### src/rtl/cdt_pkg.sv
package cdt_pkg;

  localparam int IDX_W   = 8;
  localparam int SHIFT_W = 3;
  localparam int DIV_W   = 4;
  localparam int VEC_W   = 8;

  localparam logic [IDX_W-1:0] IDX_LVT  = 8'h32;
  localparam logic [IDX_W-1:0] IDX_INIT = 8'h38;
  localparam logic [IDX_W-1:0] IDX_CUR  = 8'h39;
  localparam logic [IDX_W-1:0] IDX_DIV  = 8'h3E;

  localparam int MODE_BIT = 17;
  localparam int MASK_BIT = 16;

  localparam logic [31:0]      ENTRY_KEEP = 32'h0003_00FF;
  localparam logic [31:0]      ENTRY_RST  = 32'h0001_0000;
  localparam logic [DIV_W-1:0] DIV_KEEP   = 4'hB;

  typedef struct packed {
    logic             periodic;
    logic             masked;
    logic [VEC_W-1:0] vector;
  } entry_t;

  // divide setting -> prescale shift: code {b3,b1,b0}, shift = code+1 mod 8
  function automatic logic [SHIFT_W-1:0] div_to_shift(input logic [DIV_W-1:0] d);
    logic [SHIFT_W-1:0] code;
    code = {d[3], d[1:0]};
    return code + 3'd1;
  endfunction

endpackage

### src/rtl/cdt_regs.sv
module cdt_regs
  import cdt_pkg::*;
#(
  parameter int DATA_W = 32
) (
  input  logic               clk,
  input  logic               rst_n,
  input  logic               we,
  input  logic [IDX_W-1:0]   idx,
  input  logic [DATA_W-1:0]  wdata,
  input  logic [DATA_W-1:0]  cur_cnt,
  output logic [DATA_W-1:0]  rdata,
  output entry_t             entry,
  output logic [DATA_W-1:0]  init_cnt,
  output logic [SHIFT_W-1:0] shift,
  output logic               load_evt,
  output logic               div_evt
);

  localparam logic [DATA_W-1:0] KEEP_MASK = DATA_W'(ENTRY_KEEP);
  localparam logic [DATA_W-1:0] KEEP_RST  = DATA_W'(ENTRY_RST);

  logic [DATA_W-1:0]  entry_q;
  logic [DATA_W-1:0]  init_q;
  logic [DIV_W-1:0]   div_q;
  logic [SHIFT_W-1:0] shift_q;
  logic               lvt_evt;

  assign lvt_evt  = we && (idx == IDX_LVT);
  assign load_evt = we && (idx == IDX_INIT);
  assign div_evt  = we && (idx == IDX_DIV);

  always_ff @(posedge clk or negedge rst_n) begin
    if (!rst_n) begin
      entry_q <= KEEP_RST;
      init_q  <= '0;
      div_q   <= '0;
      shift_q <= '0;
    end else begin
      if (lvt_evt)  entry_q <= wdata & KEEP_MASK;
      if (load_evt) init_q  <= wdata;
      if (div_evt) begin
        div_q   <= wdata[DIV_W-1:0] & DIV_KEEP;
        shift_q <= div_to_shift(wdata[DIV_W-1:0]);
      end
    end
  end

  assign entry    = '{periodic: entry_q[MODE_BIT],
                      masked:   entry_q[MASK_BIT],
                      vector:   entry_q[VEC_W-1:0]};
  assign init_cnt = init_q;
  assign shift    = shift_q;

  always_comb begin
    case (idx)
      IDX_LVT:  rdata = entry_q;
      IDX_INIT: rdata = init_q;
      IDX_CUR:  rdata = cur_cnt;
      IDX_DIV:  rdata = DATA_W'(div_q);
      default:  rdata = '0;
    endcase
  end

  AST_DIV_STORE: assert property (@(posedge clk) disable iff (!rst_n)
    div_evt |=> (div_q == ($past(wdata[DIV_W-1:0]) & DIV_KEEP)));

  AST_INIT_HELD: assert property (@(posedge clk) disable iff (!rst_n)
    !load_evt |=> $stable(init_q));

endmodule

### src/rtl/cdt_prescale.sv
module cdt_prescale
  import cdt_pkg::*;
(
  input  logic               clk,
  input  logic               rst_n,
  input  logic               restart,
  input  logic [SHIFT_W-1:0] shift,
  output logic               tick
);

  localparam int PRE_W = (1 << SHIFT_W) - 1;

  logic [PRE_W-1:0] presc_q;
  logic [PRE_W:0]   span;
  logic [PRE_W-1:0] limit;

  assign span  = {{PRE_W{1'b0}}, 1'b1} << shift;
  assign limit = PRE_W'(span - 1'b1);
  assign tick  = (presc_q == limit);

  always_ff @(posedge clk or negedge rst_n) begin
    if (!rst_n)       presc_q <= '0;
    else if (restart) presc_q <= '0;
    else if (tick)    presc_q <= '0;
    else              presc_q <= presc_q + 1'b1;
  end

  AST_PRESC_BOUND: assert property (@(posedge clk) disable iff (!rst_n)
    presc_q <= limit);

endmodule

### src/rtl/cdt_core.sv
module cdt_core
  import cdt_pkg::*;
#(
  parameter int CNT_W = 32
) (
  input  logic             clk,
  input  logic             rst_n,
  input  logic             tick,
  input  logic             load,
  input  logic [CNT_W-1:0] load_val,
  input  logic [CNT_W-1:0] init_cnt,
  input  entry_t           entry,
  output logic [CNT_W-1:0] cur_cnt,
  output logic             wrap_evt,
  output logic             irq,
  output logic [VEC_W-1:0] irq_vec
);

  logic [CNT_W-1:0] cur_q;
  logic             armed_q;
  logic             at_zero;
  logic             irq_q;
  logic [VEC_W-1:0] vec_q;

  assign at_zero  = (cur_q == '0);
  assign wrap_evt = tick && !load && at_zero && (entry.periodic || armed_q);

  always_ff @(posedge clk or negedge rst_n) begin
    if (!rst_n) begin
      cur_q   <= '0;
      armed_q <= 1'b0;
    end else if (load) begin
      cur_q   <= load_val;
      armed_q <= (load_val != '0);
    end else if (tick) begin
      if (!at_zero) begin
        cur_q <= cur_q - 1'b1;
      end else if (entry.periodic) begin
        cur_q <= init_cnt;
      end else begin
        armed_q <= 1'b0;
      end
    end
  end

  always_ff @(posedge clk or negedge rst_n) begin
    if (!rst_n) begin
      irq_q <= 1'b0;
      vec_q <= '0;
    end else begin
      irq_q <= wrap_evt && !entry.masked;
      if (wrap_evt) vec_q <= entry.vector;
    end
  end

  assign cur_cnt = cur_q;
  assign irq     = irq_q;
  assign irq_vec = vec_q;

  AST_LOAD_TAKES: assert property (@(posedge clk) disable iff (!rst_n)
    load |=> (cur_q == $past(load_val)));

  AST_COUNT_STEP: assert property (@(posedge clk) disable iff (!rst_n)
    (tick && !load && !at_zero) |=> (cur_q == $past(cur_q) - 1'b1));

  AST_IDLE_HOLD: assert property (@(posedge clk) disable iff (!rst_n)
    (!tick && !load) |=> $stable(cur_q));

  AST_ONESHOT_FLOOR: assert property (@(posedge clk) disable iff (!rst_n)
    (at_zero && !entry.periodic && !load) |=> (cur_q == '0));

  AST_WRAP_RELOAD: assert property (@(posedge clk) disable iff (!rst_n)
    (tick && !load && at_zero && entry.periodic) |=> (cur_q == $past(init_cnt)));

  AST_MASK_QUIET: assert property (@(posedge clk) disable iff (!rst_n)
    irq_q |-> !$past(entry.masked));

  AST_IRQ_VECTOR: assert property (@(posedge clk) disable iff (!rst_n)
    irq_q |-> (vec_q == $past(entry.vector)));

endmodule

### src/rtl/countdown_timer.sv
module countdown_timer
  import cdt_pkg::*;
#(
  parameter int DATA_W = 32
) (
  input  logic              clk,
  input  logic              rst_n,
  input  logic              reg_we,
  input  logic [7:0]        reg_idx,
  input  logic [DATA_W-1:0] reg_wdata,
  output logic [DATA_W-1:0] reg_rdata,
  output logic              irq_pulse,
  output logic [7:0]        irq_vector
);

  entry_t             entry;
  logic [DATA_W-1:0]  init_cnt;
  logic [DATA_W-1:0]  cur_cnt;
  logic [SHIFT_W-1:0] shift;
  logic               load_evt;
  logic               div_evt;
  logic               restart;
  logic               tick;
  logic               wrap_evt;

  assign restart = load_evt || div_evt;

  cdt_regs #(.DATA_W(DATA_W)) u_regs (
    .clk      (clk),
    .rst_n    (rst_n),
    .we       (reg_we),
    .idx      (reg_idx),
    .wdata    (reg_wdata),
    .cur_cnt  (cur_cnt),
    .rdata    (reg_rdata),
    .entry    (entry),
    .init_cnt (init_cnt),
    .shift    (shift),
    .load_evt (load_evt),
    .div_evt  (div_evt)
  );

  cdt_prescale u_pre (
    .clk     (clk),
    .rst_n   (rst_n),
    .restart (restart),
    .shift   (shift),
    .tick    (tick)
  );

  cdt_core #(.CNT_W(DATA_W)) u_core (
    .clk      (clk),
    .rst_n    (rst_n),
    .tick     (tick),
    .load     (load_evt),
    .load_val (reg_wdata),
    .init_cnt (init_cnt),
    .entry    (entry),
    .cur_cnt  (cur_cnt),
    .wrap_evt (wrap_evt),
    .irq      (irq_pulse),
    .irq_vec  (irq_vector)
  );

  AST_IRQ_FROM_WRAP: assert property (@(posedge clk) disable iff (!rst_n)
    irq_pulse |-> $past(wrap_evt));

  AST_WRAP_ON_TICK: assert property (@(posedge clk) disable iff (!rst_n)
    wrap_evt |-> tick);

endmodule

### config.mk
export PLATFORM = sky130hd
export DESIGN_NAME = countdown_timer
export DESIGN_NICKNAME = d
export VERILOG_FILES = /design/src/rtl/cdt_pkg.sv /design/src/rtl/cdt_regs.sv /design/src/rtl/cdt_prescale.sv /design/src/rtl/cdt_core.sv /design/src/rtl/countdown_timer.sv
export SDC_FILE = /design/constraint.sdc
export NUM_CORES = 1
export LEC_CHECK = 0
export CELL_PAD_IN_SITES_DETAIL_PLACEMENT = 2
export CELL_PAD_IN_SITES_GLOBAL_PLACEMENT = 2
export CORE_MARGIN = 2
export CORE_UTILIZATION = 36
export DETAILED_ROUTE_END_ITERATION = 8
export PLACE_DENSITY = 0.88
export SLEW_MARGIN = 20
export SYNTH_ARGS = -nofsm -noshare
export SYNTH_HDL_FRONTEND = slang
export SYNTH_SLANG_ARGS = --single-unit
### constraint.sdc
create_clock -name clk -period 3.4 [get_ports clk]
set_input_delay 0.68 -clock clk [delete_from_list [all_inputs] [get_ports clk]]
set_output_delay 0.68 -clock clk [all_outputs]
set_load 0.005 [all_outputs]
# Yosys cells after proc, flatten, opt, wreduce, memory -nomap -nowiden
# Cells that the tools add are included.
# Widths: inputs -> output; s select.
# op_classes
shifts	1
addsub	4
n_mux	11
n_eq_ne	7
n_reduce_logical	17
# op_table
op	count
$mux 32	4
$pmux 32 s4	1
$eq 8x6->1 const B	4
$logic_not 32->1	1
$reduce_bool 32->1	1
$sub 32x1->32 const B	1
$mux 7	2
$add 7x1->7 const B	1
$eq 7x7->1	1
$logic_and 1x1->1	7
$shl 1x3->7 const A	1
$sub 7x1->7 const B	1
$mux 1	4
$reduce_bool 2->1	2
$add 3x1->3 const B	1
$ne 3x3->1 const B	1
$reduce_and 3->1	1
$logic_not 1->1	2
$logic_or 1x1->1	2
$ne 2x2->1 const B	1
$reduce_and 2->1	1
# word_totals
out_inout_bits	41
inputBits	43
reg_bits	97
word_cells	49

# Logic depth before layout (Yosys ltp)
# depth
ltp_word	7
depth_mapped	11
ltp_nobuf	9

# By module
# Synthesis repeated with hierarchy kept, for this count alone.
# unflattened
hier_cells	601
hier_area_um2	5935.7
# by_module_without_submodules
mod	instances	cells_each	seq_area_each_um2	area_each_um2
cdt_core	1	371	1051.0	3014.1
cdt_regs	1	175	1202.4	2416.1
cdt_prescale	1	54	175.2	499.2
countdown_timer	1	1	0.0	6.3

# Worst setup path before layout
# Ideal clock, no wire load.
# synth_path
path_kind	input to output
startpoint	input port reg_idx[0]
endpoint	output port reg_rdata[0]
n_path_buf	2
required_time_ns	2.720
stages	4
path_slack_ns	0.981
t_arrival_ns	1.739
cell_sequence	clkbuf_1 > clkbuf_1 > mux2i_1 > o22ai_1
# synth_via
elab_chain_len	2
elab_cells_between_ends	5
cone_classes	eq/ne: 4; mux: 1
# synth_rtl
item	line	text
start: declaration	countdown_timer.sv:9	input logic [7:0] reg_idx,
$eq 8x6->1	cdt_regs.sv:56	case (idx)
$pmux 32 s4 (*)	cdt_regs.sv:56	
end: declaration	countdown_timer.sv:11	output logic [DATA_W-1:0] reg_rdata,
# Every way passes the cells marked *; elsewhere a longest branch is shown, timed or not.

# Final worst setup path
# layout_path
startpoint	input port reg_idx[5]
endpoint	output port reg_rdata[17]
# The elaborated chain is that of the path after synthesis.

==> flow_metrics.py <==
metrics = {
    "timing": {
        "final_period_minus_worst_setup_slack_ps": 3300,
        "clock-skew-final_ps": 8.10,
        "timing.setup.tns_ps": 0,
        "timing.hold.ws_ps": 417,
        "finalMaxSlewViolations": 0,
        "max_slew_margin": 0.438,
        "setup_viol": 0,
        "max_freq_mhz": 303,
        "timing.final.hold_violations": 0,
        "final.period_utilization": 0.972,
        "tightest_slew_ps": 843,
        "postLayoutSetupSlackWorst_ps": 95.3,
        "unrepaired_setup_endpoints_after_global_routing": "no",
    },
    "routing": {
        "drt-initial-drc-count": 373,
        "drc": 0,
        "wl_um": 24100,
        "dr_total_vias": 5834,
        "ant_nets": 0,
        "routed_wire_length_per_instance_um": 24.7,
        "first_pass_iteration_count_of_the_detailed_router": 4,
        "vias_per_cell": 5.98,
    },
    "yosys": {
        "post_synth.cell_area_avg_um2": 8.62,
        "yosys.cell_count.top_type": "sky130_fd_sc_hd__nand2_1",
        "netlist_instances": 677,
        "synth_area_um2": 5830,
        "synth_top_cells_by_count": "sky130_fd_sc_hd__nand2_1, sky130_fd_sc_hd__dfrtp_1, sky130_fd_sc_hd__nor2_1",
        "seq_area_frac_synth": 0.416,
        "synth_nets": 725,
        "synth_top_area_share": 0.412,
        "postSynth.asyncResetShare": 1.00,
        "number_of_synthesized_flops_with_an_enable_pin": 0,
        "ys_dominant_reg_cell": "sky130_fd_sc_hd__dfrtp_1",
        "post_synth_main_area_contributors": "sky130_fd_sc_hd__dfrtp_1, sky130_fd_sc_hd__nand2_1, sky130_fd_sc_hd__mux2i_1",
        "postSynthRegisterBits": 97,
        "synth_warnings": 0,
        "synth_top_area_cell": "sky130_fd_sc_hd__dfrtp_1",
        "count_of_distinct_cell_types_in_the_synthesized_netlist": 61,
    },
    "pwr": {
        "p_sw_frac": 0.380,
        "power_density_nw_per_um2": 509,
        "net_switching_power_mw": 1.41,
        "seqPwrFrac": 0.409,
        "clock_power_share": 0.286,
        "post-layout-total-power_mw": 3.72,
        "cellInternalPower_mw": 2.31,
        "comb_power_share": 0.304,
        "leakage_nw": 3.22,
        "worst_ir_drop_vdd_uv": 266,
    },
    "die": {
        "fp.dieArea_um2": 17200,
        "die_width_um": 131,
        "start_util": 0.367,
        "die_h_um": 131,
        "core-area_um2": 15900,
        "placementRows": 46,
        "ios": 84,
    },
    "worst_setup_path": {
        "crit_type": "primary input to primary output",
        "reg2reg_to": "u_core.cur_cnt[8]",
        "worst_setup_path_endpoint": "reg_rdata[17]",
        "r2r.worst_path.cells": 9,
        "setup.worst_path.start_class": "primary input",
        "rr_startpoint": "u_core.cur_cnt[1]",
        "crit_fanout": 8,
        "endpoint_kind": "primary output",
        "worstPathRequired_ps": 2720,
        "critical_path_arrival_ps": 2620,
        "critical_path.startpoint": "reg_idx[5]",
        "ff2ff_setup_slack_ps": 580,
    },
    "placement": {
        "dp.final_hpwl_um": 16600,
        "placement.setup.worst_slack_ps": 129,
        "dpl-instance-area_um2": 7000,
        "place.gp.congestion": 0.859,
        "port_buffers": 83,
    },
    "grt": {
        "grt_overflow_total": 0,
        "largest_net_degree_at_the_start_of_global_routing": 58,
        "initial_antenna_violation_count": 0,
        "number_of_global_route_vias_before_repair": 6788,
        "grt_first_pass_wirelength_um": 38600,
        "grt_usage": 0.286,
    },
    "cells_and_area": {
        "synthToLayoutAreaGrowth_pct": 25.1,
        "antenna_cells_inserted": 0,
        "finalInstanceArea_um2": 7300,
        "multi_input_combinational_cell_area_um2": 3180,
        "final_nets": 802,
        "area_of_all_sequential_standard_cells_um2": 2430,
        "n_fill_cell": 1773,
        "drive_above_1_share": 0.111,
    },
    "clock_network": {
        "clock_insertion_delay_worst_skew_ps": 360,
        "numClockSinks": 97,
        "clock_tree_from_tritoncts": "yes",
        "ctsRootBufferMaster": "sky130_fd_sc_hd__clkbuf_16",
        "clkTransAtPathRegs_ps": 70,
        "cts_made_buffers": 9,
        "cts-hold-fix-buffers": 0,
        "postCtsSetupRepairBufs": 0,
        "htree_levels": 3,
        "ctsLongestPathBuffers": 2,
        "cts-resized-gates": 0,
    },
    "hold_path": {
        "worstHoldPathType": "primary input to async pin",
    },
    "run": {
        "drv.max_cap_violation_count": 0,
    },
    "run_status": {
        "run_status": "finished, final reports clean",
    },
}
final cells by class:
class | count | share of cell area
inverters | 11 | 0.00566
well taps | 216 | 0.0370
multi-input cells | 528 | 0.436
repair buffers | 107 | 0.148
flip-flops and latches | 97 | 0.333
clock inverters | 5 | 0.00754
clock buffers | 11 | 0.0333
power by group through the flow:
| stage | registers [mW] | logic, mW | clock network (mW) |
|---|---|---|---|
| 5_1_grt | 1.55 | 1.22 | 1.12 |
| 4_1_cts | 1.52 | 1.12 | 1.08 |
| 6_report | 1.52 | 1.13 | 1.06 |
| 3_3_place_gp | 1.51 | 1.00 | 0 |
| 3_5_place_dp | 1.53 | 1.09 | 0 |
| 2_1_floorplan | 1.44 | 0.723 | 0 |
per-layer routing:
layer / share of wire / vias to the layer above / global-route usage
met3: 0.035 / 82 / 0.0359
met4: 0.043 / 0 / 0.154
met1: 0.42 / 2993 / 0.339
met2: 0.51 / 197 / 0.504
met5: 0 / - / 0
li1: - / 2562 / -
logic make-up after synthesis:
logic type,Yosys count,share of synthesized area
AO/OA/AOI/OAI,137,0.145
XOR/XNOR,15,0.0225
adder cells (fa/ha/maj),5,0.0107
buffers and inverters,52,0.0392
multiplexers,55,0.0997
AND/OR/NAND/NOR,316,0.267
flip-flops,97,0.416
state kept, by name, indices dropped and copies added, names as in the netlist:
signal,count
u_regs.init_cnt,32
u_core.irq_vec,8
u_regs.shift,3
u_regs.div_q,3
u_core.cur_cnt,32
u_regs.entry_q,10
u_core.irq,1
u_core.armed_q,1
u_pre.presc_q,7
worst max-delay path: stages:
cell and delay (ps):
sky130_fd_sc_hd__clkdlybuf4s50_1 470, sky130_fd_sc_hd__and4bb_1 240, sky130_fd_sc_hd__nand3b_1 130, sky130_fd_sc_hd__nor3_2 130
sky130_fd_sc_hd__buf_4 240, sky130_fd_sc_hd__nand2_1 70, sky130_fd_sc_hd__o21ai_0 120, sky130_fd_sc_hd__clkdlybuf4s50_1 550
worst min path at each step:
stage / from / endpoint / slack [ps] / cells after the start
final: rst_n / u_core.irq_vec[1] / 420 / 1
after global routing: rst_n / u_regs.entry_q[3] / 470 / 1
after CTS: rst_n / u_core.irq_vec[5] / 440 / 1
after detailed placement: u_core.irq_vec[2] / u_core.irq_vec[2] / 500 / 1
after global placement: u_regs.init_cnt[9] / u_regs.init_cnt[9] / 480 / 2
after floorplan: rst_n / u_core.armed_q / 380 / 0
cell usage in the layout (no fill, tap or decap), types with 3 or more instances in the layout:
cell type | Yosys | final
sky130_fd_sc_hd__a21o_1 | 3 | 3
sky130_fd_sc_hd__o22ai_1 | 5 | 5
sky130_fd_sc_hd__nand3b_1 | 3 | 3
sky130_fd_sc_hd__nand4_1 | 4 | 4
sky130_fd_sc_hd__o221ai_1 | 3 | 3
sky130_fd_sc_hd__or3_1 | 7 | 7
sky130_fd_sc_hd__or4_1 | 4 | 4
sky130_fd_sc_hd__a31oi_1 | 16 | 16
sky130_fd_sc_hd__a21oi_1 | 34 | 34
sky130_fd_sc_hd__inv_1 | 11 | 11
sky130_fd_sc_hd__o21ai_0 | 25 | 25
sky130_fd_sc_hd__o21ai_1 | 11 | 11
sky130_fd_sc_hd__mux2_2 | 20 | 20
sky130_fd_sc_hd__dfrtp_1 | 96 | 96
sky130_fd_sc_hd__a22oi_1 | 6 | 6
sky130_fd_sc_hd__ha_1 | 5 | 5
sky130_fd_sc_hd__xor2_1 | 5 | 5
sky130_fd_sc_hd__nand3_1 | 26 | 26
sky130_fd_sc_hd__o31ai_1 | 3 | 3
sky130_fd_sc_hd__mux2i_1 | 33 | 33
sky130_fd_sc_hd__buf_12 | 0 | 6
sky130_fd_sc_hd__xnor2_1 | 10 | 10
sky130_fd_sc_hd__nor3_1 | 16 | 16
sky130_fd_sc_hd__nor3_2 | 4 | 4
sky130_fd_sc_hd__clkbuf_16 | 0 | 9
sky130_fd_sc_hd__buf_4 | 0 | 19
sky130_fd_sc_hd__clkdlybuf4s50_1 | 0 | 81
sky130_fd_sc_hd__nor4_4 | 4 | 4
sky130_fd_sc_hd__nor2_1 | 72 | 72
sky130_fd_sc_hd__nand2_1 | 139 | 139
sky130_fd_sc_hd__nor4_1 | 11 | 11
sky130_fd_sc_hd__o211ai_1 | 20 | 20
sky130_fd_sc_hd__nand4b_1 | 3 | 3
metrics by stage:
stage               utilization  std cells
global placement          0.441        959
CTS                       0.460        975
detailed placement        0.441        959
global route              0.460        975
finish                    0.460        975
floorplan                     -        677
Power figures use the tool's default switching activity.
